## src/rtl/edac_inj_pkg.sv

```systemverilog
package edac_inj_pkg;
  typedef enum logic [1:0] {
    CK_GEN  = 2'b00,
    CK_REPL = 2'b01,
    CK_XOR  = 2'b10,
    CK_KEEP = 2'b11
  } ck_src_e;
endpackage

```

## src/rtl/edac_inj_ctrl.sv

```systemverilog
module edac_inj_ctrl #(
  parameter int unsigned DMASK_W = 28,
  parameter int unsigned TMASK_W = 7
) (
  input  logic               clk_i,
  input  logic               rst_ni,
  input  logic               arm_set_i,
  input  logic               dmask_we_i,
  input  logic [DMASK_W-1:0] dmask_i,
  input  logic               tmask_we_i,
  input  logic [TMASK_W-1:0] tmask_i,
  input  logic               data_norm_i,
  input  logic               tag_norm_i,
  output logic               armed_o,
  output logic [DMASK_W-1:0] dmask_o,
  output logic [TMASK_W-1:0] tmask_o,
  output logic               data_hit_o,
  output logic               tag_hit_o
);
  logic armed_q;
  logic consume;

  assign consume = data_norm_i | tag_norm_i;

  always_ff @(posedge clk_i or negedge rst_ni) begin
    if (!rst_ni) begin
      armed_q <= 1'b0;
      dmask_o <= '0;
      tmask_o <= '0;
    end else begin
      // set wins over consumption
      if (arm_set_i)    armed_q <= 1'b1;
      else if (consume) armed_q <= 1'b0;
      if (dmask_we_i) dmask_o <= dmask_i;
      if (tmask_we_i) tmask_o <= tmask_i;
    end
  end

  assign armed_o    = armed_q;
  assign data_hit_o = armed_q & data_norm_i;
  // zero tag mask: no modification, flag still consumed
  assign tag_hit_o  = armed_q & tag_norm_i & (|tmask_o);

  AST_ARM_CONSUMED: assert property (@(posedge clk_i) disable iff (!rst_ni)
    armed_q && consume && !arm_set_i |=> !armed_q);
  AST_ARM_SET_WINS: assert property (@(posedge clk_i) disable iff (!rst_ni)
    arm_set_i |=> armed_q);
  AST_ARM_HOLD: assert property (@(posedge clk_i) disable iff (!rst_ni)
    !consume && !arm_set_i |=> $stable(armed_q));
  AST_MASK_LOAD: assert property (@(posedge clk_i) disable iff (!rst_ni)
    tmask_we_i |=> tmask_o == $past(tmask_i));
endmodule

```

## src/rtl/edac_ck_sel.sv

```systemverilog
module edac_ck_sel
  import edac_inj_pkg::*;
#(
  parameter int unsigned CK_W = 7
) (
  input  ck_src_e         src_i,
  input  logic            diag_i,
  input  logic            hit_i,
  input  logic [CK_W-1:0] gen_i,
  input  logic [CK_W-1:0] old_i,
  input  logic [CK_W-1:0] mask_i,
  output logic [CK_W-1:0] ck_o
);
  always_comb begin
    if (diag_i) begin
      unique case (src_i)
        CK_GEN:  ck_o = gen_i;
        CK_REPL: ck_o = mask_i;
        CK_XOR:  ck_o = gen_i ^ mask_i;
        CK_KEEP: ck_o = old_i;
        default: ck_o = gen_i;
      endcase
    end else begin
      ck_o = hit_i ? (gen_i ^ mask_i) : gen_i;
    end
  end
endmodule

```

## src/rtl/edac_diag_rd_mux.sv

```systemverilog
module edac_diag_rd_mux #(
  parameter int unsigned NUM_WORDS = 4,
  parameter int unsigned WORD_W    = 32,
  parameter int unsigned DCK_W     = 7,
  parameter int unsigned TAG_W     = 20,
  parameter int unsigned TCK_W     = 7,
  localparam int unsigned DATA_W   = NUM_WORDS * WORD_W,
  localparam int unsigned DMASK_W  = NUM_WORDS * DCK_W
) (
  input  logic               ck_sel_i,
  input  logic [DATA_W-1:0]  data_i,
  input  logic [DMASK_W-1:0] dck_i,
  input  logic [TAG_W-1:0]   tag_i,
  input  logic [TCK_W-1:0]   tck_i,
  output logic [DATA_W-1:0]  data_o,
  output logic [TAG_W-1:0]   tag_o
);
  for (genvar w = 0; w < NUM_WORDS; w++) begin : g_word
    logic [WORD_W-1:0] ck_ext;
    assign ck_ext = {{(WORD_W-DCK_W){1'b0}}, dck_i[w*DCK_W +: DCK_W]};
    assign data_o[w*WORD_W +: WORD_W] = ck_sel_i ? ck_ext : data_i[w*WORD_W +: WORD_W];
  end

  assign tag_o = ck_sel_i ? {{(TAG_W-TCK_W){1'b0}}, tck_i} : tag_i;
endmodule

```

## src/rtl/edac_inject_unit.sv

```systemverilog
module edac_inject_unit
  import edac_inj_pkg::*;
#(
  parameter int unsigned NUM_WORDS = 4,
  parameter int unsigned WORD_W    = 32,
  parameter int unsigned DCK_W     = 7,
  parameter int unsigned TAG_W     = 20,
  parameter int unsigned TCK_W     = 7,
  localparam int unsigned DATA_W   = NUM_WORDS * WORD_W,
  localparam int unsigned DMASK_W  = NUM_WORDS * DCK_W
) (
  input  logic               clk_i,
  input  logic               rst_ni,
  input  logic [1:0]         ck_src_i,
  input  logic               rd_ck_sel_i,
  input  logic               arm_set_i,
  input  logic               dmask_we_i,
  input  logic [DMASK_W-1:0] dmask_i,
  input  logic               tmask_we_i,
  input  logic [TCK_W-1:0]   tmask_i,
  input  logic               dwr_valid_i,
  input  logic               dwr_diag_i,
  input  logic [DATA_W-1:0]  dwr_data_i,
  input  logic [DMASK_W-1:0] dwr_gen_ck_i,
  input  logic [DMASK_W-1:0] dwr_old_ck_i,
  input  logic               twr_valid_i,
  input  logic               twr_diag_i,
  input  logic [TAG_W-1:0]   twr_tag_i,
  input  logic [TCK_W-1:0]   twr_gen_ck_i,
  input  logic [TCK_W-1:0]   twr_old_ck_i,
  input  logic [DATA_W-1:0]  drd_data_i,
  input  logic [DMASK_W-1:0] drd_ck_i,
  input  logic [TAG_W-1:0]   trd_tag_i,
  input  logic [TCK_W-1:0]   trd_ck_i,
  output logic               dram_we_o,
  output logic [DATA_W-1:0]  dram_data_o,
  output logic [DMASK_W-1:0] dram_ck_o,
  output logic               tram_we_o,
  output logic [TAG_W-1:0]   tram_tag_o,
  output logic [TCK_W-1:0]   tram_ck_o,
  output logic [DATA_W-1:0]  diag_drd_o,
  output logic [TAG_W-1:0]   diag_trd_o,
  output logic               armed_o
);
  ck_src_e              src;
  logic                 data_norm, tag_norm;
  logic                 data_hit, tag_hit;
  logic [DMASK_W-1:0]   dmask_q;
  logic [TCK_W-1:0]     tmask_q;

  assign src       = ck_src_e'(ck_src_i);
  assign data_norm = dwr_valid_i & ~dwr_diag_i;
  assign tag_norm  = twr_valid_i & ~twr_diag_i;

  edac_inj_ctrl #(
    .DMASK_W(DMASK_W),
    .TMASK_W(TCK_W)
  ) u_ctrl (
    .clk_i      (clk_i),
    .rst_ni     (rst_ni),
    .arm_set_i  (arm_set_i),
    .dmask_we_i (dmask_we_i),
    .dmask_i    (dmask_i),
    .tmask_we_i (tmask_we_i),
    .tmask_i    (tmask_i),
    .data_norm_i(data_norm),
    .tag_norm_i (tag_norm),
    .armed_o    (armed_o),
    .dmask_o    (dmask_q),
    .tmask_o    (tmask_q),
    .data_hit_o (data_hit),
    .tag_hit_o  (tag_hit)
  );

  for (genvar w = 0; w < NUM_WORDS; w++) begin : g_dck
    edac_ck_sel #(.CK_W(DCK_W)) u_sel (
      .src_i (src),
      .diag_i(dwr_diag_i),
      .hit_i (data_hit),
      .gen_i (dwr_gen_ck_i[w*DCK_W +: DCK_W]),
      .old_i (dwr_old_ck_i[w*DCK_W +: DCK_W]),
      .mask_i(dmask_q[w*DCK_W +: DCK_W]),
      .ck_o  (dram_ck_o[w*DCK_W +: DCK_W])
    );
  end

  edac_ck_sel #(.CK_W(TCK_W)) u_tck_sel (
    .src_i (src),
    .diag_i(twr_diag_i),
    .hit_i (tag_hit),
    .gen_i (twr_gen_ck_i),
    .old_i (twr_old_ck_i),
    .mask_i(tmask_q),
    .ck_o  (tram_ck_o)
  );

  assign dram_we_o   = dwr_valid_i;
  assign dram_data_o = dwr_data_i;
  assign tram_we_o   = twr_valid_i;
  assign tram_tag_o  = twr_tag_i;

  edac_diag_rd_mux #(
    .NUM_WORDS(NUM_WORDS),
    .WORD_W   (WORD_W),
    .DCK_W    (DCK_W),
    .TAG_W    (TAG_W),
    .TCK_W    (TCK_W)
  ) u_rd_mux (
    .ck_sel_i(rd_ck_sel_i),
    .data_i  (drd_data_i),
    .dck_i   (drd_ck_i),
    .tag_i   (trd_tag_i),
    .tck_i   (trd_ck_i),
    .data_o  (diag_drd_o),
    .tag_o   (diag_trd_o)
  );

  AST_NORM_UNARMED: assert property (@(posedge clk_i) disable iff (!rst_ni)
    data_norm && !armed_o |-> dram_ck_o == dwr_gen_ck_i);
  AST_TAG_ZERO_SKIP: assert property (@(posedge clk_i) disable iff (!rst_ni)
    tag_norm && tmask_q == '0 |-> tram_ck_o == twr_gen_ck_i);
  AST_DUAL_CONSUME: assert property (@(posedge clk_i) disable iff (!rst_ni)
    armed_o && data_norm && tag_norm && !arm_set_i |=> !armed_o);
  AST_DIAG_KEEP: assert property (@(posedge clk_i) disable iff (!rst_ni)
    dwr_valid_i && dwr_diag_i && src == CK_KEEP |-> dram_ck_o == dwr_old_ck_i);
endmodule

```

## config.mk

```make
export PLATFORM = sky130hd
export DESIGN_NAME = edac_inject_unit
export DESIGN_NICKNAME = d
export VERILOG_FILES = /design/src/rtl/edac_inj_pkg.sv /design/src/rtl/edac_inj_ctrl.sv /design/src/rtl/edac_ck_sel.sv /design/src/rtl/edac_diag_rd_mux.sv /design/src/rtl/edac_inject_unit.sv
export SDC_FILE = /design/constraint.sdc
export NUM_CORES = 1
export LEC_CHECK = 0
export ABC_AREA = 1
export BUFFER_PORTS_ARGS = -buffer_cell sky130_fd_sc_hd__buf_2
export CORE_AREA = 5 5 301 303
export CTS_CLUSTER_SIZE = 8
export DETAILED_ROUTE_END_ITERATION = 7
export DIE_AREA = 0 0 306 308
export PLACE_DENSITY = 0.36
export SYNTH_ARGS = -nofsm -noshare
export SYNTH_HDL_FRONTEND = slang
export SYNTH_HIERARCHICAL = 1
export SYNTH_SLANG_ARGS = --single-unit
```

## constraint.sdc

```tcl
create_clock -name clk_i -period 2.9 [get_ports clk_i]
set_input_delay 0.145 -clock clk_i [delete_from_list [all_inputs] [get_ports clk_i]]
set_output_delay 0.145 -clock clk_i [all_outputs]
set_load 0.005 [all_outputs]
```

* Yosys cells after proc, flatten, opt, wreduce, memory -nomap -nowiden
Cells that the tools add are included.
** Word-level totals
- Flip-flop bits (word level) :: 36
- Bits of input ports :: 448
- Output and inout port bits :: 334
- Word-level logic and storage cells :: 44
** Cells by class
- Equal/unequal tests :: 3
- Muxes and demuxes :: 22
- Bitwise logic cells :: 13
- Reductions and logical operators :: 3
** Operators with widths (count)
- $pmux W7 S4 :: 5
- $mux W32 :: 4
- $mux W7 :: 10
- $xor A7 B7 Y7 :: 5
- $mux W20 :: 1
- $reduce_or A7 Y1 :: 1
- $and A1 B1 Y1 :: 5
- $eq A2 B2 Y1 const B :: 2
- $eq A2 B1 Y1 const B :: 1
- $logic_not A2 Y1 :: 1
- $mux W1 :: 2
- $not A1 Y1 :: 2
- $reduce_bool A2 Y1 :: 1
- $or A1 B1 Y1 :: 1

* Depth between registers and ports, before layout
Gate-level depths: netlist of the first run.
- Depth after elaboration :: 6
- Gate-level depth with buffers :: 8
- Mapped depth without buffers :: 7

* Hierarchy
Netlist of the first run, hierarchy kept.
** Modules (own cells, without submodules)
- edac_ck_sel :: instances 5, cells each 107, area an instance 486.7 um2, sequential area each 0.0 um2
- edac_inj_ctrl :: instances 1, cells each 160, area an instance 1491.4 um2, sequential area each 900.9 um2
- edac_diag_rd_mux :: instances 1, cells each 352, area an instance 1443.9 um2, sequential area each 0.0 um2
- edac_inject_unit :: instances 1, cells each 154, area an instance 1146.1 um2, sequential area each 0.0 um2

* Worst setup path before layout of the first run
No wires, ideal clock.
- Path kind :: register to output
- Start point :: reg u_ctrl.armed_q (netlist: u_ctrl/armed_o)
- End point :: out dram_ck_o[10]
- Arrival :: 1.185 ns
- Data required time :: 2.755 ns
- Slack :: 1.570 ns
- Stages on the path, launching flop included :: 7
- Path buffers :: 1
- Path through :: dfrtp_1 -> nand2_1 -> inv_1 -> buf_4 -> o21ai_0 -> a21o_1 -> nand2_1
** On the way
- Longest elaborated chain between the ends :: 3
** RTL lines
- start, declared :: RTL line edac_inj_ctrl.sv:20 : logic armed_q;
- start signal, assigned :: RTL line edac_inj_ctrl.sv:27 : armed_q <= 1'b0;
- start signal, assigned :: RTL line edac_inj_ctrl.sv:32 : if (arm_set_i) armed_q <= 1'b1;
- start signal, assigned :: RTL line edac_inj_ctrl.sv:33 : else if (consume) armed_q <= 1'b0;
- $and A1 B1 Y1 :: RTL line edac_inj_ctrl.sv:40 : assign data_hit_o = armed_q & data_norm_i;
- via data_hit :: RTL line edac_inject_unit.sv:47 : logic data_hit, tag_hit;
- $mux W7 :: RTL line edac_ck_sel.sv:24 : ck_o = hit_i ? (gen_i ^ mask_i) : gen_i;
- $mux W7 :: RTL line edac_ck_sel.sv:15 : if (diag_i) begin
- end, declared :: RTL line edac_inject_unit.sv:37 : output logic [DMASK_W-1:0] dram_ck_o,
The timed path passes the listed nets, and every way through them passes these cells.

* Final worst setup path of the first run
- Start point :: reg u_ctrl.armed_q (netlist: u_ctrl/armed_o)
- End point :: out tram_ck_o[5]
** On the way
- Longest elaborated chain between the ends :: 4
** RTL lines
- $and A1 B1 Y1 (2 in a row) :: RTL line edac_inj_ctrl.sv:42 : assign tag_hit_o = armed_q & tag_norm_i & (|tmask_o);
- via tag_hit :: RTL line edac_inject_unit.sv:47
- $mux W7 :: RTL line edac_ck_sel.sv:24
- $mux W7 :: RTL line edac_ck_sel.sv:15
- end, declared :: RTL line edac_inject_unit.sv:40 : output logic [TCK_W-1:0] tram_ck_o,
The timed path passes the listed nets, and every way through them passes these cells.

==> results of run 1 <==
## cell families after synthesis
kind of cell | Yosys count | share of synthesized area (%)
and+or+nand+nor | 555 | 33.4
AOI/OAI and AO/OA | 176 | 15.5
DFF | 36 | 13.8
buffers and inverters | 434 | 37.3
## state kept, by name (all words and copies together), names as in the netlist
| name | count |
|---|---|
| u_ctrl/dmask_o | 28 |
| u_ctrl/tmask_o | 7 |
| u_ctrl/armed_o | 1 |
## worst register-to-register path: stages, from the launching register on
cell and delay (ns):
dfrtp_1 0.44, inv_1 0.05, o21ai_0 0.16
## cell usage in the layout (no fill, tap or decap), types with 2 or more instances in the layout
cell type / Yosys / layout
nand2_1: 359 / 359
nand3_1: 70 / 70
o21ai_2: 10 / 10
a21oi_1: 35 / 35
inv_2: 6 / 6
o21ai_1: 19 / 19
buf_2: 4 / 484
a21o_1: 36 / 36
inv_1: 236 / 236
nor2_1: 124 / 124
buf_4: 164 / 8
o21ai_0: 76 / 76
nor2_2: 2 / 2
dfrtp_1: 36 / 36
clkbuf_16: 0 / 5
## final timing paths
kind                            cells past startpoint                 end                from  slack (ns)
worst max-delay path                                7        tram_ck_o[5]      u_ctrl/armed_o        0.97
worst min-delay path                                1   u_ctrl/dmask_o[6]              rst_ni      -0.006
worst max register to register                      2  u_ctrl/dmask_o[24]  u_ctrl/dmask_o[24]        2.17
worst min register to register                      1      u_ctrl/armed_o      u_ctrl/armed_o        0.53
max in group asynchronous                           1  u_ctrl/dmask_o[11]              rst_ni        2.28
min in group clk_i                                  2      u_ctrl/armed_o           arm_set_i        0.03
## per-layer routing
| layer | wire length [µm] | GRT usage [%] |
|---|---|---|
| met5 | 111 | 0.556 |
| met4 | 2130 | 3.98 |
| met1 | 13800 | 7.75 |
| met3 | 11900 | 10.3 |
| met2 | 24800 | 17.5 |
## stage by stage
stage	util, %	instance area [µm²]
2_1_floorplan	-	6520
5_1_grt	10.4	9120
3_3_place_gp	10.2	8950
6_report	10.4	9120
4_1_cts	10.4	9120
3_5_place_dp	10.2	8950
## power by group
part	leakage (nW)	internal [mW]	switching (mW)	total, mW
Clock	0.0808	0.406	0.248	0.653
Combinational	5.08	0.469	0.654	1.12
Sequential	0.436	0.547	0.0549	0.602
## cell type report
type	count	area (µm²)	area share, %
clock buffer	6	129	1.41
clock inverter	2	35.0	0.384
inverter	242	908	9.96
multi-input combinational	731	3180	34.9
sequential	36	901	9.88
tap	1165	1460	16.0
timing repair buffer	493	2500	27.4
==> flow_summary.ini, run 1 <==
[run_status]
status = finished with violations
violations = negative hold slack

[place]
post-place-ws_ns = 1.19
dp_cells = 2667
post-dp-hpwl_um = 48200
place_congestion = 0.843
port_buffers = 485

[sta]
fin_crit_ns = 1.93
setup_violations = 0
rsz0062_at_grt = false
skew_ns = 0
worst_slack_ns = 0.966
final_hold_viol_count = 12
fin_hold_ws_ns = -0.00609
tightest_slew_ns = 0.972
fmax_mhz = 517
relSlewSlack_pct = 35.2
fin_crit_sh_pct = 66.7
slew_viol_final = 0
fin_tns_setup_ns = 0

[routing]
num_vias = 8068
drc_errors = 0
routedWlPerCell_um = 19.7
ant_nets = 0
vias_per_cell = 3.02
first_pass_iters = 7
drtIter0Drc = 369
routed_wl_um = 52700

[clock_network]
cts.sinks = 36
cts-resized-gates = 0
cts_buffer_depth = 2
path_clk_slew_ns = 0.07
cts-root-buf = clkbuf_16
htree_levels = 2
cts_made_buffers = 5
tritoncts = built
ctsHoldBuffers = 0
clkLatencyLatePin_ns = 0.30
post_cts_buffers = 0

[finish]
fillers = 10500
layout.cells.non_filler = 2675
final_nets = 1957
layout-drive-gt1-share_pct = 34.3
syn2layout_area_growth_pct = 39.9
num_antenna_cells = 0

[power]
total_power_mw = 2.38
power.leakage_nw = 5.59
p_per_area_nw_per_um2 = 261
irDropWorstVdd_mv = 0.163

[logic_synthesis]
synth_flop_cell = dfrtp_1
seq_area_frac_synth_pct = 13.8
synth_top_area_share_pct = 20.7
synth.largest_area_cell = nand2_1
syn-cell-area_um2 = 6510
synthMostInstantiatedCell = nand2_1
ys_ff_latch = 36
ys_async_sr_fraction_pct = 100
syn_nets = 1649
synthTopCellsByCount = nand2_1 (359), inv_1 (236), buf_4 (164)
syn_inst = 1201
synth-edff-count = 0
yosys_warnings = 6
yosys-top-cells-area = nand2_1 (21%), buf_4 (19%), dfrtp_1 (14%)
synthDistinctLibCells = 15
avgSynthCellArea_um2 = 5.42

[worst_setup_path]
crit_chain = nand2_1, nor2_1, buf_4, o21ai_0, a21o_1, nand2_1, buf_2
worst-setup-path-type = reg -> out
cp_common_cell = nand2_1
crit_fanout = 12
crit_path_end_kind = output port
critPathBufInv = 2
arrival_ns = 1.79
slowest_stage = dfrtp_1
slowest_delay_ns = 0.38
worstSetupStartpointType = flip-flop
required_ns = 2.76
path_delay_family = simple AND/OR/NAND/NOR gates

[run]
drv_cap = 0

[floorplan]
initial_utilization_pct = 7.43
die_w_um = 306
fp.dieArea_um2 = 94200
row_count = 109
io_pins = 782
coreArea_um2 = 87700
fp.dieH_um = 308

[global_route]
grt_max_degree = 91
grt_overflow = 0
grt_usage_pct = 10.3
antenna_found_initial = 8
grt_pass1_wl_um = 67000
grt_pass1_vias = 7632

[hold_path]
hold_path.class = in -> async
(Power assumes the default switching activity.)
==> run 2: changes to the inputs <==
Settings changed: CORE_AREA 5 5 301 303 to 5 5 305 307, DIE_AREA 0 0 306 308 to 0 0 310 312.
Clock period 2.9 ns to 1.85 ns, I/O delays scaled along.
==> flow_summary.ini, run 2 (synthesis results as in run 1) <==
[worst_setup_path]
r2r_end = u_ctrl/tmask_o[1]
reg2reg_from = u_ctrl/tmask_o[1]
required_ns = 1.76
r2r_cells = 3
crit_fanout = 12
crit_path_end_kind = output port
worstSetupStartpointType = flip-flop
worst-setup-path-type = reg -> out
arrival_ns = 1.64
rrSetupSlack_ns = 1.08

[finish]
syn2layout_area_growth_pct = 45.7
fin_area_um2 = 9490
layout_commonest_cell = buf_2
layout-drive-gt1-share_pct = 35.4
final_cell_mix = buf_2 (484), nand2_1 (356), inv_1 (235), nor2_1 (121)
final_nets = 1989
largest_reg_flops = 28
fin_util_pct = 10.6
fillers = 10700
layout.cells.non_filler = 2720
max_flop_register = u_ctrl/dmask_o

[clock_network]
cts_made_buffers = 5
cts_buffer_depth = 2
path_clk_slew_ns = 0.07
cts.sinks = 36
tritoncts = built
cts-root-buf = clkbuf_16
htree_levels = 2
clkLatencyLatePin_ns = 0.30

[place]
dp_cells = 2691
dpl_cell_area_um2 = 9110
place_congestion = 0.836
post-dp-hpwl_um = 47700
post-place-ws_ns = 0.206
port_buffers = 485

[sta]
rsz0062_at_grt = true
fin_crit_ns = 1.73
fin_tns_setup_ns = 0
skew_ns = 0
worst_slack_ns = 0.118
relSlewSlack_pct = 56.1
fin_crit_sh_pct = 93.6
setup_violations = 0
fmax_mhz = 577
final_hold_viol_count = 0
fin_hold_ws_ns = 0.0151
slew_viol_final = 0
tightest_slew_ns = 0.656

[routing]
routed_wl_um = 52700
drc_errors = 0
routedWlPerCell_um = 19.4
num_vias = 8256
vias_per_cell = 3.04
drtIter0Drc = 405
ant_nets = 0
first_pass_iters = 5

[power]
p_switching_mw = 1.57
total_power_mw = 3.87
comb_power_share_pct = 48.9
power.leakage_nw = 5.76
p_sw_share_pct = 40.6
irDropWorstVdd_mv = 0.297
internal_power_mw = 2.30
p_per_area_nw_per_um2 = 407
p_seq_share_pct = 24.1
clkPwrFrac_pct = 27.0

[floorplan]
initial_utilization_pct = 7.26
io_pins = 782
fp.dieArea_um2 = 96700
die_w_um = 310
coreArea_um2 = 89700
row_count = 110
fp.dieH_um = 312

[run_status]
status = complete, no violations

[hold_path]
hold_path.class = in -> reg
hold_path_end = u_ctrl/tmask_o[6]
min-delay-start = tmask_i[6]
min_path_cells = 3

[global_route]
grt_usage_pct = 10.0
grt_pass1_vias = 7867
grt_max_degree = 57
grt_pass1_wl_um = 67200
grt_overflow = 0
antenna_found_initial = 4

[run]
drv_cap = 0
[run 2: critical path, cell delays in order (launching register included)]
cell and delay (ns):
dfrtp_1 0.38, nor2_1 0.12, nand2_1 0.08, nor2_2 0.12, nor2_2 0.05, buf_6 0.14, o21ai_1 0.13, a21o_1 0.11
nand2_2 0.06, buf_2 0.13
[run 2: final cells by class]
| class | instances | area, µm² | share of cell area, % |
|---|---|---|---|
| Timing Repair Buffer | 525 | 2840 | 29.9 |
| Tap cell | 1176 | 1470 | 15.5 |
| Sequential cell | 36 | 901 | 9.49 |
| Antenna cell | 2 | 5.00 | 0.0527 |
| Clock inverter | 3 | 42.5 | 0.448 |
| Clock buffer | 5 | 125 | 1.32 |
| Inverter | 242 | 911 | 9.60 |
| Multi-Input combinational cell | 731 | 3200 | 33.7 |
[run 2: worst max path at each step]
stage | start | end | slack [ns] | cells past startpoint
3_5_place_dp | twr_valid_i | tram_ck_o[5] | 0.21 | 10
2_1_floorplan | u_ctrl/armed_o | dram_ck_o[10] | 0.57 | 6
3_3_place_gp | twr_valid_i | tram_ck_o[5] | 0.19 | 10
6_report | u_ctrl/tmask_o[4] | tram_ck_o[3] | 0.12 | 9
4_1_cts | u_ctrl/tmask_o[5] | tram_ck_o[5] | 0.006 | 9
5_1_grt | u_ctrl/tmask_o[4] | tram_ck_o[5] | -0.02 | 9
[run 2: routing by layer]
layer | up-vias | part of all wire, % | global-route usage (%)
met5 | - | 0.63 | 2.17
met4 | 6 | 3.9 | 3.50
met3 | 69 | 19 | 8.09
met2 | 533 | 48 | 17.9
met1 | 3531 | 28 | 8.07
li1 | 4117 | - | -
[run 2: power groups by stage]
| stage | Sequential (mW) | Clock (mW) | Combinational [mW] |
|---|---|---|---|
| 6_report | 0.934 | 1.04 | 1.89 |
| 5_1_grt | 0.948 | 1.12 | 2.13 |
| 4_1_cts | 0.937 | 1.12 | 1.93 |
| 3_5_place_dp | 0.961 | 0 | 1.87 |
| 3_3_place_gp | 0.961 | 0 | 1.88 |
| 2_1_floorplan | 0.928 | 0 | 1.15 |
[run 2: timing repair]
action                     CTS  global route
hold endpoints to repair    47             0
pin swaps                    0             4
setup endpoints to repair   18            18
gates resized for setup      6            12
buffers inserted             6             1
hold buffers                12             0
